### src/rtl/nmi_gate_pkg.sv
package nmi_gate_pkg;

  typedef enum logic [1:0] {
    TRIG_LEVEL_LOW  = 2'd0,
    TRIG_EDGE_FALL  = 2'd1,
    TRIG_LEVEL_HIGH = 2'd2,
    TRIG_EDGE_RISE  = 2'd3
  } trig_mode_e;

  localparam int unsigned OFF_CTRL = 32'h00;
  localparam int unsigned OFF_PEND = 32'h04;

  // enable register offset per layout variant
  function automatic int unsigned en_offset(input int unsigned layout);
    return (layout == 0) ? 32'h08 : 32'h34;
  endfunction

endpackage

### src/rtl/nmi_sync.sv
module nmi_sync #(
  parameter int unsigned STAGES  = 2,
  parameter logic        RST_VAL = 1'b1
) (
  input  logic clk,
  input  logic rst,
  input  logic din,
  output logic dout
);

  logic [STAGES-1:0] chain_q;

  generate
    if (STAGES == 1) begin : g_one
      always_ff @(posedge clk) begin
        if (rst) chain_q <= RST_VAL;
        else     chain_q <= din;
      end
    end else begin : g_many
      always_ff @(posedge clk) begin
        if (rst) chain_q <= {STAGES{RST_VAL}};
        else     chain_q <= {chain_q[STAGES-2:0], din};
      end
    end
  endgenerate

  assign dout = chain_q[STAGES-1];

endmodule

### src/rtl/nmi_trig_detect.sv
module nmi_trig_detect
  import nmi_gate_pkg::*;
#(
  parameter logic IDLE_LEVEL = 1'b1
) (
  input  logic       clk,
  input  logic       rst,
  input  logic       level_i,
  input  trig_mode_e mode_i,
  output logic       set_o
);

  logic prev_q;
  logic rise, fall;

  always_ff @(posedge clk) begin
    if (rst) prev_q <= IDLE_LEVEL;
    else     prev_q <= level_i;
  end

  assign rise = level_i & ~prev_q;
  assign fall = ~level_i & prev_q;

  always_comb begin
    unique case (mode_i)
      TRIG_LEVEL_LOW:  set_o = ~level_i;
      TRIG_EDGE_FALL:  set_o = fall;
      TRIG_LEVEL_HIGH: set_o = level_i;
      TRIG_EDGE_RISE:  set_o = rise;
      default:         set_o = 1'b0;
    endcase
  end

endmodule

### src/rtl/nmi_regs.sv
module nmi_regs
  import nmi_gate_pkg::*;
#(
  parameter int unsigned ADDR_W = 8,
  parameter int unsigned DATA_W = 32,
  parameter int unsigned EN_OFF = 32'h08
) (
  input  logic              clk,
  input  logic              rst,
  input  logic [ADDR_W-1:0] addr_i,
  input  logic              we_i,
  input  logic [DATA_W-1:0] wdata_i,
  input  logic              set_i,
  output logic [DATA_W-1:0] rdata_o,
  output trig_mode_e        mode_o,
  output logic              pend_o,
  output logic              en_o
);

  localparam logic [ADDR_W-1:0] A_CTRL = ADDR_W'(OFF_CTRL);
  localparam logic [ADDR_W-1:0] A_PEND = ADDR_W'(OFF_PEND);
  localparam logic [ADDR_W-1:0] A_EN   = ADDR_W'(EN_OFF);

  logic [DATA_W-1:0] ctrl_q;
  logic              pend_q;
  logic              en_q;
  logic [DATA_W-1:0] rd_next;
  logic              hit_ctrl, hit_pend, hit_en;
  logic              clr_req;

  assign hit_ctrl = (addr_i == A_CTRL);
  assign hit_pend = (addr_i == A_PEND);
  assign hit_en   = (addr_i == A_EN);
  assign clr_req  = we_i & hit_pend & wdata_i[0];

  always_ff @(posedge clk) begin
    if (rst) begin
      ctrl_q <= '0;
      en_q   <= 1'b0;
    end else if (we_i) begin
      if (hit_ctrl) ctrl_q <= wdata_i;
      if (hit_en)   en_q   <= wdata_i[0];
    end
  end

  // set has priority over a simultaneous clear
  always_ff @(posedge clk) begin
    if (rst)          pend_q <= 1'b0;
    else if (set_i)   pend_q <= 1'b1;
    else if (clr_req) pend_q <= 1'b0;
  end

  always_comb begin
    rd_next = '0;
    if (hit_ctrl)      rd_next = ctrl_q;
    else if (hit_pend) rd_next[0] = pend_q;
    else if (hit_en)   rd_next[0] = en_q;
  end

  always_ff @(posedge clk) begin
    if (rst) rdata_o <= '0;
    else     rdata_o <= rd_next;
  end

  assign mode_o = trig_mode_e'(ctrl_q[1:0]);
  assign pend_o = pend_q;
  assign en_o   = en_q;

endmodule

### src/rtl/nmi_gate_ctrl.sv
module nmi_gate_ctrl
  import nmi_gate_pkg::*;
#(
  parameter int unsigned ADDR_W      = 8,
  parameter int unsigned DATA_W      = 32,
  parameter int unsigned LAYOUT      = 0,
  parameter int unsigned SYNC_STAGES = 2,
  parameter logic        IDLE_LEVEL  = 1'b1
) (
  input  logic              clk,
  input  logic              rst,
  input  logic              raw_irq_i,
  input  logic [ADDR_W-1:0] bus_addr_i,
  input  logic              bus_we_i,
  input  logic [DATA_W-1:0] bus_wdata_i,
  output logic [DATA_W-1:0] bus_rdata_o,
  output logic              irq_o
);

  localparam int unsigned EN_OFF = en_offset(LAYOUT);

  logic       line_sync;
  logic       set_evt;
  logic       pend_q;
  logic       en_q;
  trig_mode_e mode;

  nmi_sync #(
    .STAGES (SYNC_STAGES),
    .RST_VAL(IDLE_LEVEL)
  ) u_sync (
    .clk (clk),
    .rst (rst),
    .din (raw_irq_i),
    .dout(line_sync)
  );

  nmi_trig_detect #(
    .IDLE_LEVEL(IDLE_LEVEL)
  ) u_det (
    .clk    (clk),
    .rst    (rst),
    .level_i(line_sync),
    .mode_i (mode),
    .set_o  (set_evt)
  );

  nmi_regs #(
    .ADDR_W(ADDR_W),
    .DATA_W(DATA_W),
    .EN_OFF(EN_OFF)
  ) u_regs (
    .clk    (clk),
    .rst    (rst),
    .addr_i (bus_addr_i),
    .we_i   (bus_we_i),
    .wdata_i(bus_wdata_i),
    .set_i  (set_evt),
    .rdata_o(bus_rdata_o),
    .mode_o (mode),
    .pend_o (pend_q),
    .en_o   (en_q)
  );

  // both operands come straight from flops
  assign irq_o = pend_q & en_q;

endmodule

### config.mk
export PLATFORM = sky130hd
export DESIGN_NAME = nmi_gate_ctrl
export DESIGN_NICKNAME = d
export VERILOG_FILES = /design/src/rtl/nmi_gate_pkg.sv /design/src/rtl/nmi_sync.sv /design/src/rtl/nmi_trig_detect.sv /design/src/rtl/nmi_regs.sv /design/src/rtl/nmi_gate_ctrl.sv
export SDC_FILE = /design/constraint.sdc
export NUM_CORES = 1
export LEC_CHECK = 0
export BUFFER_PORTS_ARGS = -buffer_cell sky130_fd_sc_hd__buf_2
export CORE_MARGIN = 8
export CORE_UTILIZATION = 50
export DETAILED_ROUTE_END_ITERATION = 16
export PLACE_DENSITY = 0.8
export SLEW_MARGIN = 25
export SYNTH_ARGS = -nofsm -noshare
export SYNTH_HDL_FRONTEND = slang
export SYNTH_SLANG_ARGS = --single-unit
### constraint.sdc
create_clock -name clk -period 1.85 [get_ports clk]
set_input_delay 0.2775 -clock clk [delete_from_list [all_inputs] [get_ports clk]]
set_output_delay 0.2775 -clock clk [all_outputs]
set_load 0.005 [all_outputs]
==> flow_metrics.tcl, run 1 <==
set metrics [dict create \
    status "finished, final reports clean" \
    rr_worst_depth 3 \
    endpoint_kind "flip-flop" \
    htree_levels 3 \
    r2r_start "u_regs.ctrl_q[1]" \
    routed_wl_mm 4.84 \
    drtPass1Iterations 4 \
    drive_above_1_share_pct 33.0 \
    grt_pass1_wl_mm 7.91 \
    synth_area_sq_um 2560 \
    whs_endpoint "u_sync.chain_q[0]" \
    synthToLayoutAreaGrowth_pct 27.2 \
    cts_made_buffers 9 \
    post_cts_buffers 0 \
    critPathLaunch "bus_addr_i[5]" \
    start_util_pct 50.8 \
    synth_seq_cells 69 \
    final_max_slew_viol_count 0 \
    avgRoutedWirePerCell_microns 12.4 \
    worst_slew_margin_rel_pct 76.4 \
    synth_cell_type_count 24 \
    cts_sinks 69 \
    min_period_ns 1.44 \
    ctsHoldBuffers 0 \
    worstHoldStart "raw_irq_i" \
    fin_skew_ns 0.00643 \
    timing.final.ws_setup_ns 0.410 \
    start_kind "primary input" \
    p_per_area_nw_per_um2 873 \
    die_x_microns 87.6 \
    synthMuxAreaShare_pct 12.9 \
    worstSetupPathType "in2reg" \
    gp_congestion 0.719 \
    rrSetupSlack_ns 1.00 \
    rows 26 \
    critPathArrivalTime_ns 1.65 \
    hold_violations 0 \
    min_path_cells 2 \
    die_area_sq_um 7670 \
    route.vias.total 1767 \
    cts-resized-gates 0 \
    dp_slack_ns 0.0650 \
    core_sq_um 5040 \
    die_y_microns 87.6 \
    setup_viol 0 \
    synth-simple-area-share_pct 27.7 \
    final_cell_mix "buf_2, dfxtp_1, nand2b_1, mux2i_1, and2_1" \
    critPathRequiredTime_ns 2.06 \
    synth-compound-area-share_pct 1.61 \
    cts_tree "yes" \
    num_antenna_cells 0 \
    max_cap_viol_count 0 \
    drt_iter0_markers 52 \
    grt_pass1_vias 1844 \
    route.detailed.drc 0 \
    power_w 0.00285 \
    ant_nets 0 \
    grt_overflow 0 \
    final_common_cell "buf_2" \
    tightest_slew_ns 0.350 \
    clock_path_buffers 2 \
    yosys_warnings 0 \
    insertion_delay_ns 0.33 \
    timing.final.crit_share_pct 77.8 \
    hp-class "in2reg" \
    portBuffers 76 \
    ios 77 \
    antenna_found_initial 1 \
    synthCells 235 \
    grt_setup_unrepaired "false" \
    root_buffer "clkbuf_8" \
    synthAdderAreaFrac_pct 0 \
    reg2reg_to "u_regs.pend_o" \
    grt_max_degree 39 \
    finalNetCount 360 \
    p_leak_nw 1.40 \
    synth_xor_area_share_pct 0.683 \
    ys_seq_area_share_pct 53.9 \
    peakVddDrop_mv 0.552 \
    place_hpwl_mm 3.45 \
    synth.avg_cell_area_sq_um 10.9 \
    synth_nets 279 \
    clock.fmax_ghz 0.694 \
    path_max_fanout 3 \
    tns_ns 0 \
    path_clk_slew_ns 0.07 \
    synth_top_family_by_area "simple AND/OR/NAND/NOR gates" \
    avgViaCountPerCell 4.52 \
    grt_usage_pct 13.4 \
]
-- Yosys cell counts (all sizes together) --
cell type | number | area (sq um)
buf | 4 | 38.8
clkbuf | 10 | 37.5
and2 | 32 | 200
nand2b | 65 | 407
inv | 2 | 7.51
mux2i | 33 | 330
or4b | 2 | 20.0
o2111a | 1 | 11.3
nor2 | 2 | 7.51
or2 | 3 | 18.8
xor2 | 1 | 8.76
or4 | 2 | 18.8
dfxtp | 69 | 1380
a21oi | 1 | 5.00
o2bb2ai | 1 | 8.76
nor2b | 1 | 6.26
xnor2 | 1 | 8.76
a21o | 1 | 7.51
nor3 | 3 | 31.3
o41ai | 1 | 8.76
-- worst max-delay path, cell delays in order --
cell and delay [ns]:
buf_2 0.09, or4_1 0.61, buf_4 0.19, o41ai_1 0.37
a21oi_1 0.12
-- layout make-up --
cell class | count | area, sq um
well taps | 70 | 87.6
clock buffers | 13 | 159
inverters | 2 | 7.51
fillers | 403 | 1780
flip-flops and latches | 69 | 1380
repair buffers | 84 | 478
multi-input cells | 150 | 1100
clock inverters | 3 | 43.8
-- cells by family (layout without fill, tap and decap cells) --
kind of cell | count (synthesis) | count (layout)
flops | 69 | 69
buf+inv | 16 | 102
mux | 33 | 33
compound gates | 5 | 5
xor+xnor | 2 | 2
simple gates | 110 | 110
-- power by group --
part           internal [W]  switching (W)
registers           0.00149     0.00000224
clock network      0.000698       0.000534
logic             0.0000736      0.0000518
-- worst max-delay path by stage --
| stage | depth (start not counted) | slack, ns | to |
|---|---|---|---|
| global route | 5 | 0.34 | u_regs.pend_o |
| floorplan | 5 | 0.23 | u_regs.ctrl_q[10] |
| detailed placement | 5 | 0.06 | u_regs.ctrl_q[5] |
| finish | 5 | 0.41 | u_regs.pend_o |
| global placement | 5 | 0.13 | u_regs.ctrl_q[6] |
| CTS | 5 | 0.43 | u_regs.ctrl_q[5] |
-- per-layer routing --
metal	part of all wire [%]	track usage, %
met1	45	15.0
met3	7.4	4.97
met4	2.5	9.22
met2	45	20.7
met5	0.17	0
-- stage by stage --
| step | util [%] | hold WS (ns) | instance area, sq um | instances |
|---|---|---|---|---|
| 6_report | 64.7 | 0.121 | 3260 | 391 |
| 5_1_grt | 64.7 | 0.102 | 3260 | 391 |
| 4_1_cts | 64.7 | 0.101 | 3260 | 391 |
| 3_5_place_dp | 60.7 | 0.394 | 3060 | 375 |
| 3_3_place_gp | 60.7 | 0.394 | 3060 | 375 |
| 2_1_floorplan | - | 0.381 | 2560 | 235 |
-- flip-flops by register name, indices dropped and copies added, names as in the netlist --
name / cells
u_regs.ctrl_q: 32
u_regs.rdata_o: 32
u_sync.chain_q: 2
u_det.prev_q: 1
u_regs.en_o: 1
u_regs.pend_o: 1
No activity file was read; power rests on OpenSTA's default activity.
==> inputs of run 2 (changes only) <==
==> constraint.sdc (replaced) <==
create_clock -name clk -period 1.45 [get_ports clk]
set_input_delay 0.2175 -clock clk [delete_from_list [all_inputs] [get_ports clk]]
set_output_delay 0.2175 -clock clk [all_outputs]
set_load 0.005 [all_outputs]
==> flow_metrics.tcl, run 2 (synthesized netlist as in run 1, its figures left out) <==
set metrics [dict create \
    status "finished, final reports clean" \
    place_hpwl_mm 3.56 \
    drive_above_1_share_pct 33.3 \
    gp_congestion 0.726 \
    grt_pass1_wl_mm 8.25 \
    grt_setup_unrepaired "false" \
    p_leak_nw 1.40 \
    grt_overflow 0 \
    timing.final.crit_share_pct 93.3 \
    final_cell_mix "buf_2, dfxtp_1, nand2b_1, mux2i_1, and2_1" \
    p_per_area_nw_per_um2 1050 \
    path_max_fanout 10 \
    final_common_cell "buf_2" \
    final_max_slew_viol_count 0 \
    cts_made_buffers 9 \
    drt_iter0_markers 35 \
    timing.final.ws_setup_ns 0.0966 \
    ctsHoldBuffers 0 \
    critPathArrivalTime_ns 1.60 \
    fill_cells 416 \
    die_y_microns 87.6 \
    root_buffer "clkbuf_8" \
    route.vias.total 1788 \
    core_sq_um 5040 \
    start_util_pct 50.8 \
    portBuffers 76 \
    grt_usage_pct 13.8 \
    insertion_delay_ns 0.32 \
    setup_viol 0 \
    htree_levels 3 \
    critPathRequiredTime_ns 1.70 \
    p_comb_share_pct 4.9 \
    tightest_slew_ns 0.276 \
    avgViaCountPerCell 4.54 \
    internal-power_w 0.00272 \
    cts_sinks 69 \
    hold_violations 0 \
    power_w 0.00341 \
    die_area_sq_um 7670 \
    ant_nets 0 \
    ios 77 \
    endpoint_kind "flip-flop" \
    die_x_microns 87.6 \
    route.detailed.drc 0 \
    synthToLayoutAreaGrowth_pct 26.5 \
    power_frac_clock_pct 39.3 \
    grt_pass1_vias 1925 \
    rows 26 \
    avgRoutedWirePerCell_microns 12.5 \
    post_cts_buffers 0 \
    worst_slew_margin_rel_pct 81.4 \
    max_cap_viol_count 0 \
    clock.fmax_ghz 0.739 \
    dpl_cell_area_sq_um 3070 \
    dp_slack_ns -0.251 \
    stdcell_area_sq_um 3240 \
    drtPass1Iterations 4 \
    grt_max_degree 28 \
    path_clk_slew_ns 0.06 \
    hp-class "in2reg" \
    switching_power_w 0.000698 \
    num_antenna_cells 0 \
    routed_wl_mm 4.92 \
    cts_tree "yes" \
    antenna_found_initial 0 \
    finalNetCount 363 \
    clock_path_buffers 2 \
    switching_share_pct 20.4 \
    peakVddDrop_mv 0.675 \
    fin_skew_ns 0.00550 \
    largestRegisters "u_regs.ctrl_q (32), u_regs.rdata_o (32), u_sync.chain_q (2)" \
    fin_hold_ws_ns 0.0714 \
    rrSetupSlack_ns 0.59 \
    worstSetupPathType "in2reg" \
    p_seq_share_pct 55.8 \
    min_period_ns 1.35 \
    start_kind "primary input" \
    cts-resized-gates 0 \
    tns_ns 0 \
]
-- run 2: cell types whose count changed in the layout (fill, tap and decap cells not counted) --
cell | before | now
or4_4 | 1 | 2
clkbuf_1 | 2 | 4
or4_1 | 1 | 0
clkinv_4 | 1 | 0
buf_4 | 5 | 9
bufinv_16 | 1 | 0
buf_12 | 3 | 2
-- run 2: path summary, 6_finish.rpt --
path                startpoint                 to  cells past startpoint
max              bus_addr_i[1]  u_regs.ctrl_q[28]                      5
min                  raw_irq_i  u_sync.chain_q[0]                      2
max reg2reg   u_regs.ctrl_q[1]      u_regs.pend_o                      3
min reg2reg  u_sync.chain_q[0]  u_sync.chain_q[1]                      1
-- run 2: per-stage QoR --
| step | utilization (%) | std cells |
|---|---|---|
| after CTS | 64.3 | 394 |
| after detailed placement | 60.9 | 378 |
| after global placement | 60.9 | 378 |
| final | 64.3 | 394 |
| after floorplan | - | 235 |
| after global routing | 64.3 | 394 |
-- run 2: final cells by class --
cell class	count	area (sq um)	share of cell area (%)
Clock buffer	15	166	5.13
Clock inverter	1	5.00	0.154
Inverter	2	7.51	0.231
Multi-Input combinational cell	150	1110	34.2
Sequential cell	69	1380	42.6
Tap cell	70	87.6	2.70
Timing Repair Buffer	87	488	15.0
-- run 2: layer usage --
| metal | track usage [%] | part of all wire (%) | wire length, microns |
|---|---|---|---|
| met5 | 0 | 0 | 0 |
| met4 | 7.50 | 1.4 | 68 |
| met3 | 4.13 | 6.8 | 336 |
| met2 | 22.7 | 47 | 2320 |
| met1 | 15.6 | 45 | 2200 |
-- run 2: worst max-delay path, stage by stage --
cell and delay [ns]:
buf_2 0.10, or4_4 0.58, nor3_4 0.24, buf_4 0.26
mux2i_1 0.20
-- run 2: power by group through the flow --
stage	Combinational [W]	Clock (W)	Sequential, W
floorplan	0.0000835	0	0.00195
global placement	0.000167	0	0.00195
detailed placement	0.000170	0	0.00195
CTS	0.000171	0.00138	0.00190
global route	0.000187	0.00149	0.00190
finish	0.000168	0.00134	0.00190
==> inputs of run 3 (changes only) <==
--- a/config.mk
+++ b/config.mk
@@ -5,11 +5,13 @@
 export SDC_FILE = /design/constraint.sdc
 export NUM_CORES = 1
 export LEC_CHECK = 0
+export ABC_AREA = 1
 export BUFFER_PORTS_ARGS = -buffer_cell sky130_fd_sc_hd__buf_2
 export CORE_MARGIN = 8
 export CORE_UTILIZATION = 50
 export DETAILED_ROUTE_END_ITERATION = 16
-export PLACE_DENSITY = 0.8
+export PLACE_DENSITY = 0.76
+export SKIP_LAST_GASP = 1
 export SLEW_MARGIN = 25
 export SYNTH_ARGS = -nofsm -noshare
 export SYNTH_HDL_FRONTEND = slang
==> flow_metrics.tcl, run 3 <==
set metrics [dict create \
    route.vias.total 2020 \
    start_util_pct 51.2 \
    tightest_slew_ns 0.412 \
    synth_area_sq_um 2600 \
    post_cts_buffers 0 \
    htree_levels 3 \
    drive_above_1_share_pct 36.3 \
    path_max_fanout 3 \
    timing.final.ws_setup_ns 0.350 \
    insertion_delay_ns 0.32 \
    ctsHoldBuffers 0 \
    async_flop_share_pct 0 \
    cp_cell_sequence "nand2_1 > inv_1 > buf_2" \
    ant_nets 0 \
    synth-edff-count 0 \
    max_stage_delay_ns 0.35 \
    rows 26 \
    cts_tree "yes" \
    grt_usage_pct 14.5 \
    synth.avg_cell_area_sq_um 8.81 \
    die_area_sq_um 7760 \
    p_leak_nw 1.32 \
    portBuffers 76 \
    routed_wl_mm 5.35 \
    final_common_cell "buf_2" \
    ys_seq_area_share_pct 53.2 \
    route.detailed.drc 0 \
    multi_input_area_sq_um 877 \
    clock.fmax_ghz 0.909 \
    antenna_found_initial 0 \
    root_buffer "clkbuf_8" \
    largestRegisters "u_regs.ctrl_q (32), u_regs.rdata_o (32), u_sync.chain_q (2)" \
    core_sq_um 5070 \
    worst_slew_margin_rel_pct 72.5 \
    synthCells 295 \
    drtPass1Iterations 4 \
    clock_path_buffers 2 \
    ys.flop_type "dfxtp_1" \
    grt_max_degree 33 \
    die_x_microns 88.1 \
    path_clk_slew_ns 0.07 \
    grt_overflow 0 \
    grt_pass1_wl_mm 8.76 \
    cts_made_buffers 9 \
    place_hpwl_mm 3.68 \
    netlist.area_leader.share_pct 53.2 \
    gp_congestion 0.715 \
    peakVddDrop_mv 0.646 \
    critPathArrivalTime_ns 0.88 \
    grt_setup_unrepaired "false" \
    endpoint_kind "output pin" \
    cts-resized-gates 0 \
    setup_viol 0 \
    finalNetCount 415 \
    min_path_cells 2 \
    grt_pass1_vias 2009 \
    hp-class "in2reg" \
    critPathRequiredTime_ns 1.23 \
    yosys_warnings 0 \
    synth_cell_type_count 20 \
    dp_slack_ns 0.0638 \
    min_period_ns 1.10 \
    tns_ns 0 \
    p_per_area_nw_per_um2 1190 \
    die_y_microns 88.1 \
    drt_iter0_markers 70 \
    avgViaCountPerCell 4.54 \
    yosysMostFrequentCell "dfxtp_1" \
    synthTopCellsByCount "dfxtp_1, inv_1, nor2_1, nand2_1, nand3_1" \
    cts_sinks 69 \
    final_max_slew_viol_count 0 \
    synth_nets 339 \
    rr_worst_depth 5 \
    worstSetupPathType "reg2out" \
    status "finished, final reports clean" \
    final_cell_mix "buf_2, dfxtp_1, inv_1, nor2_1, nand2_1" \
    cp_slowest_cell "dfxtp_1" \
    register_area_sq_um 1380 \
    ios 77 \
    hold_violations 0 \
    fin_skew_ns 0.00474 \
    fill_cells 451 \
    avgRoutedWirePerCell_microns 12.0 \
    timing.final.crit_share_pct 75.9 \
    max_cap_viol_count 0 \
    num_antenna_cells 0 \
    synthToLayoutAreaGrowth_pct 23.0 \
    yosysTopAreaCell "dfxtp_1" \
    synth_seq_cells 69 \
    start_kind "flip-flop" \
    netlist_top_cells_area "dfxtp_1, inv_1, nor2_1" \
]
==> run 3: metrics by stage <==
step                      area (sq um)  instances  hold WS [ns]  total power (W)  util (%)
after global placement            2960        430         0.397          0.00209      58.4
after global routing              3190        445        0.0520          0.00397      62.9
after floorplan                   2600        295         0.321          0.00202         -
after detailed placement          2960        430         0.404          0.00209      58.4
final                             3190        445        0.0723          0.00381      62.9
after CTS                         3190        445        0.0507          0.00386      62.9
==> run 3: kinds of logic (layout without fill, tap and decap cells) <==
kind of cell	Yosys count	count (layout)	synth area share, %
simple gates	129	129	25.4
buf+inv	61	141	13.1
flops	69	69	53.2
compound gates	36	36	8.38
==> run 3: worst paths after layout <==
kind | to | from | slack [ns]
hold reg to reg | u_sync.chain_q[1] | u_sync.chain_q[0] | 0.42
hold / removal | u_sync.chain_q[0] | raw_irq_i | 0.07
setup / recovery | irq_o | u_regs.en_o | 0.35
setup reg to reg | u_regs.pend_o | u_regs.ctrl_q[0] | 0.61
==> run 3: area by class of cell <==
type	count	area share [%]
Clock buffer	12	5.17
Clock inverter	3	2.12
Inverter	44	5.17
Multi-Input combinational cell	165	27.5
Sequential cell	69	43.2
Tap cell	70	2.74
Timing Repair Buffer	82	14.1
==> run 3: worst max-delay path: cells and delay by family (launching register included) <==
family | cells | cell delay [ns]
flops | 1 | 0.35
buf+inv | 2 | 0.14
simple gates | 1 | 0.06
==> run 3: layer usage <==
metal,vias up,track usage (%),wire length [microns]
li1,1057,-,-
met1,916,15.7,2340
met2,42,24.9,2630
met4,0,8.45,56
met3,5,4.03,317
met5,-,0,0
==> run 3: power by group <==
part	switching, W	leakage [nW]	internal [W]	total [W]
Clock	0.000664	0.115	0.00110	0.00176
Sequential	0.00000282	0.556	0.00190	0.00190
Combinational	0.0000803	0.647	0.0000610	0.000141
